[config.mk]
export PLATFORM = sky130hd
export DESIGN_NAME = rv_pwm9
export DESIGN_NICKNAME = d
export VERILOG_FILES = /design/src/rtl/rv_pwm9.sv
export SDC_FILE = /design/constraint.sdc
export NUM_CORES = 1
export LEC_CHECK = 0
export CAP_MARGIN = 0
export CORE_MARGIN = 2
export CORE_UTILIZATION = 50
export CTS_CLUSTER_DIAMETER = 60
export DETAILED_ROUTE_END_ITERATION = 7
export PLACE_DENSITY = 0.72
export RECOVER_POWER = 50
export SETUP_SLACK_MARGIN = 0.2
export SKIP_LAST_GASP = 1
export SLEW_MARGIN = 0
export SYNTH_ARGS = -nofsm -noshare
export SYNTH_HDL_FRONTEND = slang
export SYNTH_SLANG_ARGS = --single-unit
[constraint.sdc]
create_clock -name clk -period 4.1 [get_ports clk]
set_clock_uncertainty 0.2 [all_clocks]
set_input_delay 0.615 -clock clk [delete_from_list [all_inputs] [get_ports clk]]
set_output_delay 0.615 -clock clk [all_outputs]
set_load 0.05 [all_outputs]
[src/rtl/rv_pwm9.sv]
module rv_pwm9 #(
  parameter int REF_W = 8,
  parameter int DT_W  = 4
) (
  input  logic                    clk,
  input  logic                    rst_n,
  input  logic signed [REF_W-1:0] ref_i,
  input  logic [DT_W-1:0]         dead_i,
  output logic [7:0]              lvl_gate_o,
  output logic [3:0]              pol_gate_o
);
  localparam int TRI_W = REF_W - 3;
  localparam int BAND  = 1 << TRI_W;
  localparam int NCAR  = 4;
  localparam logic [3:0] BR_POS = 4'b1001;
  localparam logic [3:0] BR_NEG = 4'b0110;

  logic [TRI_W-1:0] tri_q;
  logic             up_q;
  logic [REF_W-1:0] mag;
  logic [NCAR-1:0]  above;
  logic [2:0]       lvl_d, lvl_q;
  logic             pol_q;
  logic [11:0]      tgt, cur_q, pend_q, gates;
  logic             busy_q;
  logic [DT_W-1:0]  cnt_q;

  assign mag = ref_i[REF_W-1] ? (~$unsigned(ref_i) + 1'b1) : $unsigned(ref_i);

  for (genvar k = 0; k < NCAR; k++) begin : g_car
    assign above[k] = mag > (REF_W'(k * BAND) + REF_W'(tri_q));
  end

  always_comb begin
    lvl_d = '0;
    for (int k = 0; k < NCAR; k++) lvl_d = lvl_d + 3'(above[k]);
  end

  function automatic logic [7:0] set_of(input logic [2:0] l);
    case (l)
      3'd0:    set_of = 8'h1E;
      3'd1:    set_of = 8'h2E;
      3'd2:    set_of = 8'hA6;
      3'd3:    set_of = 8'h62;
      default: set_of = 8'h21;
    endcase
  endfunction

  assign tgt = {pol_q ? BR_NEG : BR_POS, set_of(lvl_q)};

  always_ff @(posedge clk) begin
    if (!rst_n) begin
      tri_q  <= '0;
      up_q   <= 1'b1;
      lvl_q  <= '0;
      pol_q  <= 1'b0;
      cur_q  <= '0;
      pend_q <= '0;
      busy_q <= 1'b0;
      cnt_q  <= '0;
    end else begin
      if (up_q) begin
        if (tri_q == TRI_W'(BAND - 1)) begin
          up_q  <= 1'b0;
          tri_q <= tri_q - 1'b1;
        end else tri_q <= tri_q + 1'b1;
      end else begin
        if (tri_q == '0) begin
          up_q  <= 1'b1;
          tri_q <= tri_q + 1'b1;
        end else tri_q <= tri_q - 1'b1;
      end

      lvl_q <= lvl_d;
      if (lvl_q == 3'd0) pol_q <= ref_i[REF_W-1];

      if (busy_q) begin
        if (cnt_q <= DT_W'(1)) begin
          cur_q  <= pend_q;
          busy_q <= 1'b0;
        end
        cnt_q <= cnt_q - 1'b1;
      end else if (tgt != cur_q) begin
        if (dead_i == '0) cur_q <= tgt;
        else begin
          pend_q <= tgt;
          cnt_q  <= dead_i;
          busy_q <= 1'b1;
        end
      end
    end
  end

  assign gates = busy_q ? (cur_q & pend_q) : cur_q;
  assign {pol_gate_o, lvl_gate_o} = gates;

  assert_gates_off_in_reset_R1: assert property (@(posedge clk)
    $past(!rst_n) && !rst_n |-> gates == '0);

  assert_band_count_bounded_R2: assert property (@(posedge clk) disable iff (!rst_n)
    $countones(lvl_gate_o) <= 4 && lvl_q <= 3'd4);

  assert_leg_exclusive_R4: assert property (@(posedge clk) disable iff (!rst_n)
    !(pol_gate_o[0] && pol_gate_o[1]) && !(pol_gate_o[2] && pol_gate_o[3]));

  assert_polarity_at_zero_R5: assert property (@(posedge clk) disable iff (!rst_n)
    pol_q != $past(pol_q) |-> $past(lvl_q) == 3'd0);

  assert_no_overlap_turnon_R7: assert property (@(posedge clk) disable iff (!rst_n)
    (dead_i != '0) && ((gates & ~$past(gates)) != '0) |-> ((~gates & $past(gates)) == '0));
endmodule

Word level (Yosys, flattened, before mapping)
Cells that the tools add are included.
{ "totals": {"ff_bits": 39, "word_cells": 63, "output_inout_bits": 12} }
{ "classes": {"eq_ne": 7, "muxes": 21, "n_bitwise": 4, "reduce_logical": 8, "order_cmp": 5, "addsub": 10} }
{ "op_table": {"columns": ["operator", "count"], "rows": [
  ["two-way mux 12 bit", 5],
  ["case mux 8 bit (4 select lines)", 1],
  ["adder 7 x 5 -> 8 bit, first input constant", 2],
  ["greater-than comparator 8 bit", 2],
  ["two-way mux 4 bit", 4],
  ["two-way mux 5 bit", 3],
  ["bitwise AND 12 bit", 1],
  ["!= test 12 bit", 1],
  ["adder 8 x 1 -> 8 bit, second input constant", 1],
  ["greater-than comparator 8 x 5 -> 1 bit", 1],
  ["greater-than comparator 8 x 7 -> 1 bit", 1],
  ["two-way mux 8 bit", 1],
  ["NOT 8 bit", 1],
  ["adder 6 x 5 -> 7 bit, first input constant", 1],
  ["two-way mux 1 bit", 7],
  ["== test 3 x 2 -> 1 bit, second input constant", 2],
  ["AND reduction 3 bit", 2],
  ["adder 5 x 1 -> 5 bit, second input constant", 1],
  ["== test 5 bit, second input constant", 1],
  ["logical NOT 5 bit", 1],
  ["subtractor 5 x 1 -> 5 bit, second input constant", 1],
  ["less-or-equal comparator 4 x 1 -> 1 bit, second input constant", 1],
  ["logical NOT 4 bit", 1],
  ["nonzero test 2 bit", 2],
  ["10 further kinds", 11]
]} }

Depth between registers and ports, before layout
{ "depth": {"word_depth": 7, "mapped_depth": 16, "depth_no_buf": 16} }

Least setup slack after synthesis
No wires, ideal clock.
{ "synth_path": {"path_type": "input to register", "from": "in ref_i[0]", "to": "reg lvl_q[1]", "arrival_ps": 3130, "slack_ps": 655, "required_time_ps": 3785, "path_stages": 16, "cell_sequence": "inv_1 -> ha_1 -> nand2_1 -> o21ai_0 -> ha_1 -> nor2b_1 -> o21a_1 -> o21ai_0 -> a21oi_1 -> nor2b_1 -> o21ai_0 -> fa_1 -> inv_1 -> ha_1 -> ha_1 -> and2_1"} }
{ "synth_between": {"elab_chain_len": 7} }
{ "synth_rtl": {"columns": ["element", "line_no", "text"], "rows": [
  ["start: declaration", "7", "input logic signed [REF_W-1:0] ref_i,"],
  ["NOT 8 bit", "28", "assign mag = ref_i[REF_W-1] ? (~$unsigned(ref_i) + 1'b1) : $unsigned(ref_i);"],
  ["adder 8 x 1 -> 8 bit", "28", null],
  ["two-way mux 8 bit *", "28", null],
  ["greater-than comparator 8 x 5 -> 1 bit / greater-than comparator 8 x 7 -> 1 bit (equally long branches)", "31", "assign above[k] = mag > (REF_W'(k * BAND) + REF_W'(tri_q));"],
  ["adder 1 x 1 -> 2 bit", "36", "for (int k = 0; k < NCAR; k++) lvl_d = lvl_d + 3'(above[k]);"],
  ["adder 2 x 1 -> 3 bit", "36", null],
  ["adder 3 x 1 -> 3 bit *", "36", null],
  ["net lvl_d[1]", "22", "logic [2:0] lvl_d, lvl_q;"],
  ["end signal: assignment", "74", "lvl_q <= lvl_d;"],
  ["end: declaration", "22", null]
]} }
Mark *: on every way through the listed nets, which the timed path passes. The rest lies on a longest branch.
A chain may end at the register's enable or synchronous reset.

Worst setup path in the final report
{ "layout_path": {"from": "in ref_i[2]", "to": "reg lvl_q[1]"} }
The elaborated chain is that of the path after synthesis.

==> results list <==
- Number of DRC markers in iteration 0: about 130
- Final hold violations: 0
- Number of global-route vias before repair: approximately 1.9k
- Setup violators final: 0
- Final layout net count: 320
- Post-synthesis cell count: around 270
- Routability-driven placement finished with a final weighted congestion of 0.811.
- During synthesis, Yosys emitted a total of 0 warnings.
- STA puts the critical path data arrival time at ~3700 ps.
* Category of the worst setup path launch point: primary input
- Average cell area after synthesis: roughly 8.2 sq um
- Critical Path End Type: flop
* Routed wirelength normalized by instance count: ~14 um
- CTS max path bufs: 2
* Pin count of the biggest net entering global routing: 26
- Most used routing layer: met2
* Quantity of I/O buffers inserted on ports: 25
- Summing over every cut layer, the via total after detailed routing is 2027.
* Wire length of the first global-routing pass: around 8500 um
- When the netlist entered floorplanning its net count stood at 300.
- The initial utilization of the core area, before any placement, comes to between 50% and 60%.
* Total die area: roughly 5000 sq um
* DR vias/cell: about 6
- Global routing finished with a remaining overflow of 0.
- The number of different library cells used by synthesis comes to 54.
- CTS tree: done
- Reg clk slew, reported paths: ~70 ps
* Worst Tran Pin Value: ~1100 ps
- In this run the remaining antenna-violating nets after routing total 0.
- Across the VDD grid, the largest voltage drop is 0.238 mV.
- Period minus WS final: roughly 3700 ps
* Total number of placement rows: 24
- Number of remaining DRC errors: 0
- Global routing consumed, over all layers together, between 20% and 30% of the routing resources.
- Worst-case headroom to the max-slew limit: approximately a quarter
- Counting tap cells, the placed design contains a total of between 300 and 400 instances.
- For this block, the routed nets add up to about 5000 um of wire.
- GR Util met1: 25.5%
* Setup Slack @ Placement: -88.4 ps
* Global routing usage on met3: 4.99%
* Latest clock arrival within the worst-skew pair: between 200 and 300 ps
* Portion of the clock cycle consumed by the worst path in the final layout: about nine tenths
- After the flow finishes, the layout carries non-filler instances totaling between 300 and 400.
- Yosys attributes the largest share of cell area to sky130_fd_sc_hd__dfxtp_1, sky130_fd_sc_hd__ha_1, sky130_fd_sc_hd__mux2i_1.
* Endpoint required time on the critical path: around 4000 ps
* H-tree depth reported by CTS: 2
- In the synthesized netlist the dominant register cell turns out to be sky130_fd_sc_hd__dfxtp_1.
* CTS root buffer: sky130_fd_sc_hd__clkbuf_8
- Count of flip-flops with a built-in enable after synthesis: 0
- The total count of max-transition violations in the final report came to 0.
- The share of the Yosys chip area taken by registers is 31.3%.
- In this run the biggest area consumer among cell types represents between 30% and 40% of the synthesized area.
- Run status: finished, final reports clean
* Path type of the worst setup path: in -> reg
- Along the worst path, the maximum fanout reaches 3.
* Hold crit path type: reg -> reg
- For this design the top-level I/O count stands at 26.
- Hold repair after CTS inserted 0 buffers.
- Setup repair after global routing left no endpoint under its margin.
- Before antenna repair, the detailed router went through 4 iterations.
* Top cell type by total area after synthesis: sky130_fd_sc_hd__dfxtp_1
- Async S/R FF share, synth: 0%
- Die Y-Extent: approximately 71 um
- Half-perimeter wire length of the detailed placement result: 3400 um
- In this run, synthesis produced a sequential element count of 35.
- Global routing used 34.5% of the available met2 tracks.
* Cell area power density: between 400 and 500 nW/um^2
* Max-capacitance violation count: 0
- Layout overhead on the synthesized area: 16.2%
- The worst path meets setup with about 410 ps of slack.
- The repair_antennas step left the layout with diodes totalling 0.
- Leakage power: 1.07 nW
* Chip width: roughly 71 um
- Netlist area before placement: about 2200 sq um
- Derived from the worst setup path, the maximum achievable clock frequency is between 200 and 300 MHz.
* Share of final-layout standard cells stronger than drive strength 1: between 7 and 8%
- Counting every sink on the clock net gives 35.
- The initial antenna violation count was 0.
* Core area: 4320 sq um
- Clock buffer count from CTS: 5
## Yosys cell counts (5+ instances only)
library cell               number
sky130_fd_sc_hd__dfxtp_1       35
sky130_fd_sc_hd__nor2_1        20
sky130_fd_sc_hd__inv_1         18
sky130_fd_sc_hd__nand2_1       17
sky130_fd_sc_hd__a21oi_1       15
sky130_fd_sc_hd__ha_1          13
sky130_fd_sc_hd__nand3_1       13
sky130_fd_sc_hd__o21a_1        10
sky130_fd_sc_hd__clkbuf_1       9
sky130_fd_sc_hd__mux2i_1        8
sky130_fd_sc_hd__nor3_1         8
sky130_fd_sc_hd__o21ai_0        8
sky130_fd_sc_hd__o21ai_1        8
sky130_fd_sc_hd__nand2b_1       7
sky130_fd_sc_hd__and2_1         6
sky130_fd_sc_hd__xnor2_1        6
sky130_fd_sc_hd__o211a_1        5
sky130_fd_sc_hd__o31ai_1        5
## report_power, final
group / switching, mW / leakage, nW / total, mW / internal (mW)
Combinational: 0.199 / 0.735 / 0.348 / 0.148
Clock: 0.127 / 0.0515 / 0.281 / 0.153
Sequential: 0.0446 / 0.288 / 0.431 / 0.386
Total: 0.371 / 1.07 / 1.06 / 0.687
## registers in the layout, summed over array words and instances, names as in the netlist
signal  count
busy_q      1
cnt_q       4
cur_q      10
lvl_q       3
pend_q     10
pol_q       1
tri_q       5
up_q        1
## per-layer routing
metal | up-vias | share of wire [%] | routed length [um]
met5 | - | 0 | 0
met4 | 0 | 2.8 | 141
met3 | 12 | 4.1 | 204
met2 | 49 | 48 | 2380
met1 | 953 | 45 | 2230
li1 | 1013 | - | -
## placed cells by master, fill, tap and decap left out, drive strengths merged, types with 6 or more instances in the layout
cell,count
dfxtp,35
o21ai,18
nand2b,7
clkbuf,8
inv,18
xnor2,6
and2,6
nand3,13
o21a,11
nand2,18
nor3,8
mux2i,8
nor2,21
clkdlybuf4s50,18
ha,13
a21oi,15
## per-stage QoR
stage / instance area [sq um] / hold slack, ps / utilization, % / total power [mW] / TNS, ps
2_1_floorplan: 2240 / 244 / - / 0.694 / 0
3_3_place_gp: 2490 / 258 / 57.6 / 0.773 / 0
3_5_place_dp: 2490 / 267 / 57.6 / 0.781 / -88.4
4_1_cts: 2590 / 279 / 59.9 / 1.06 / 0
5_1_grt: 2600 / 298 / 60.2 / 1.13 / 0
6_report: 2600 / 274 / 60.2 / 1.06 / 0
## final cells by class
class	instances	area, sq um
Inverter	18	67.6
Multi-Input combinational cell	204	1390
Fill cell	423	1720
Timing Repair Buffer	28	280
Sequential cell	35	701
Clock buffer	8	100
Tap cell	52	65.1
## path summary, 6_finish.rpt
| check | startpoint | to | slack, ps | depth (start not counted) |
|---|---|---|---|---|
| hold / removal | pend_q[7] | pend_q[7] | 270 | 2 |
| setup reg to reg | tri_q[1] | lvl_q[1] | 1100 | 13 |
| setup / recovery | ref_i[2] | lvl_q[1] | 410 | 15 |
| hold reg to reg | pend_q[7] | pend_q[7] | 270 | 2 |
## cells by family (layout without fill, tap and decap cells)
kind of cell               Yosys count  after routing  share of synthesized area [%]
DFF                                 35             35                           31.3
buffers and inverters               33             54                           6.65
and+or+nand+nor                     96             96                           22.5
muxes                                8              8                           3.58
AOI/OAI and AO/OA                   76             76                           23.9
xor gates and xnor gates            10             10                           3.91
adders and majority gates           14             14                           8.16
## repair_timing
action,CTS,global route
gates resized for setup,0,13
setup buffers,0,1
setup endpoints to repair,0,3
endpoints found under the hold margin,0,0
## worst max-delay path, cell delays in order
cell                              delay, ps
sky130_fd_sc_hd__clkdlybuf4s50_1        490
sky130_fd_sc_hd__nor3_2                 280
sky130_fd_sc_hd__nand2b_1               160
sky130_fd_sc_hd__xnor2_1                130
sky130_fd_sc_hd__ha_1                   260
sky130_fd_sc_hd__nand4_1                 80
sky130_fd_sc_hd__mux2i_1                 70
sky130_fd_sc_hd__a21oi_1                180
sky130_fd_sc_hd__nor2b_1                 80
sky130_fd_sc_hd__nor2b_1                150
sky130_fd_sc_hd__fa_1                   540
sky130_fd_sc_hd__inv_1                   40
sky130_fd_sc_hd__ha_1                   180
sky130_fd_sc_hd__ha_1                   260
sky130_fd_sc_hd__and2_1                 150
Note: power is estimated with default switching activity, not from simulation.
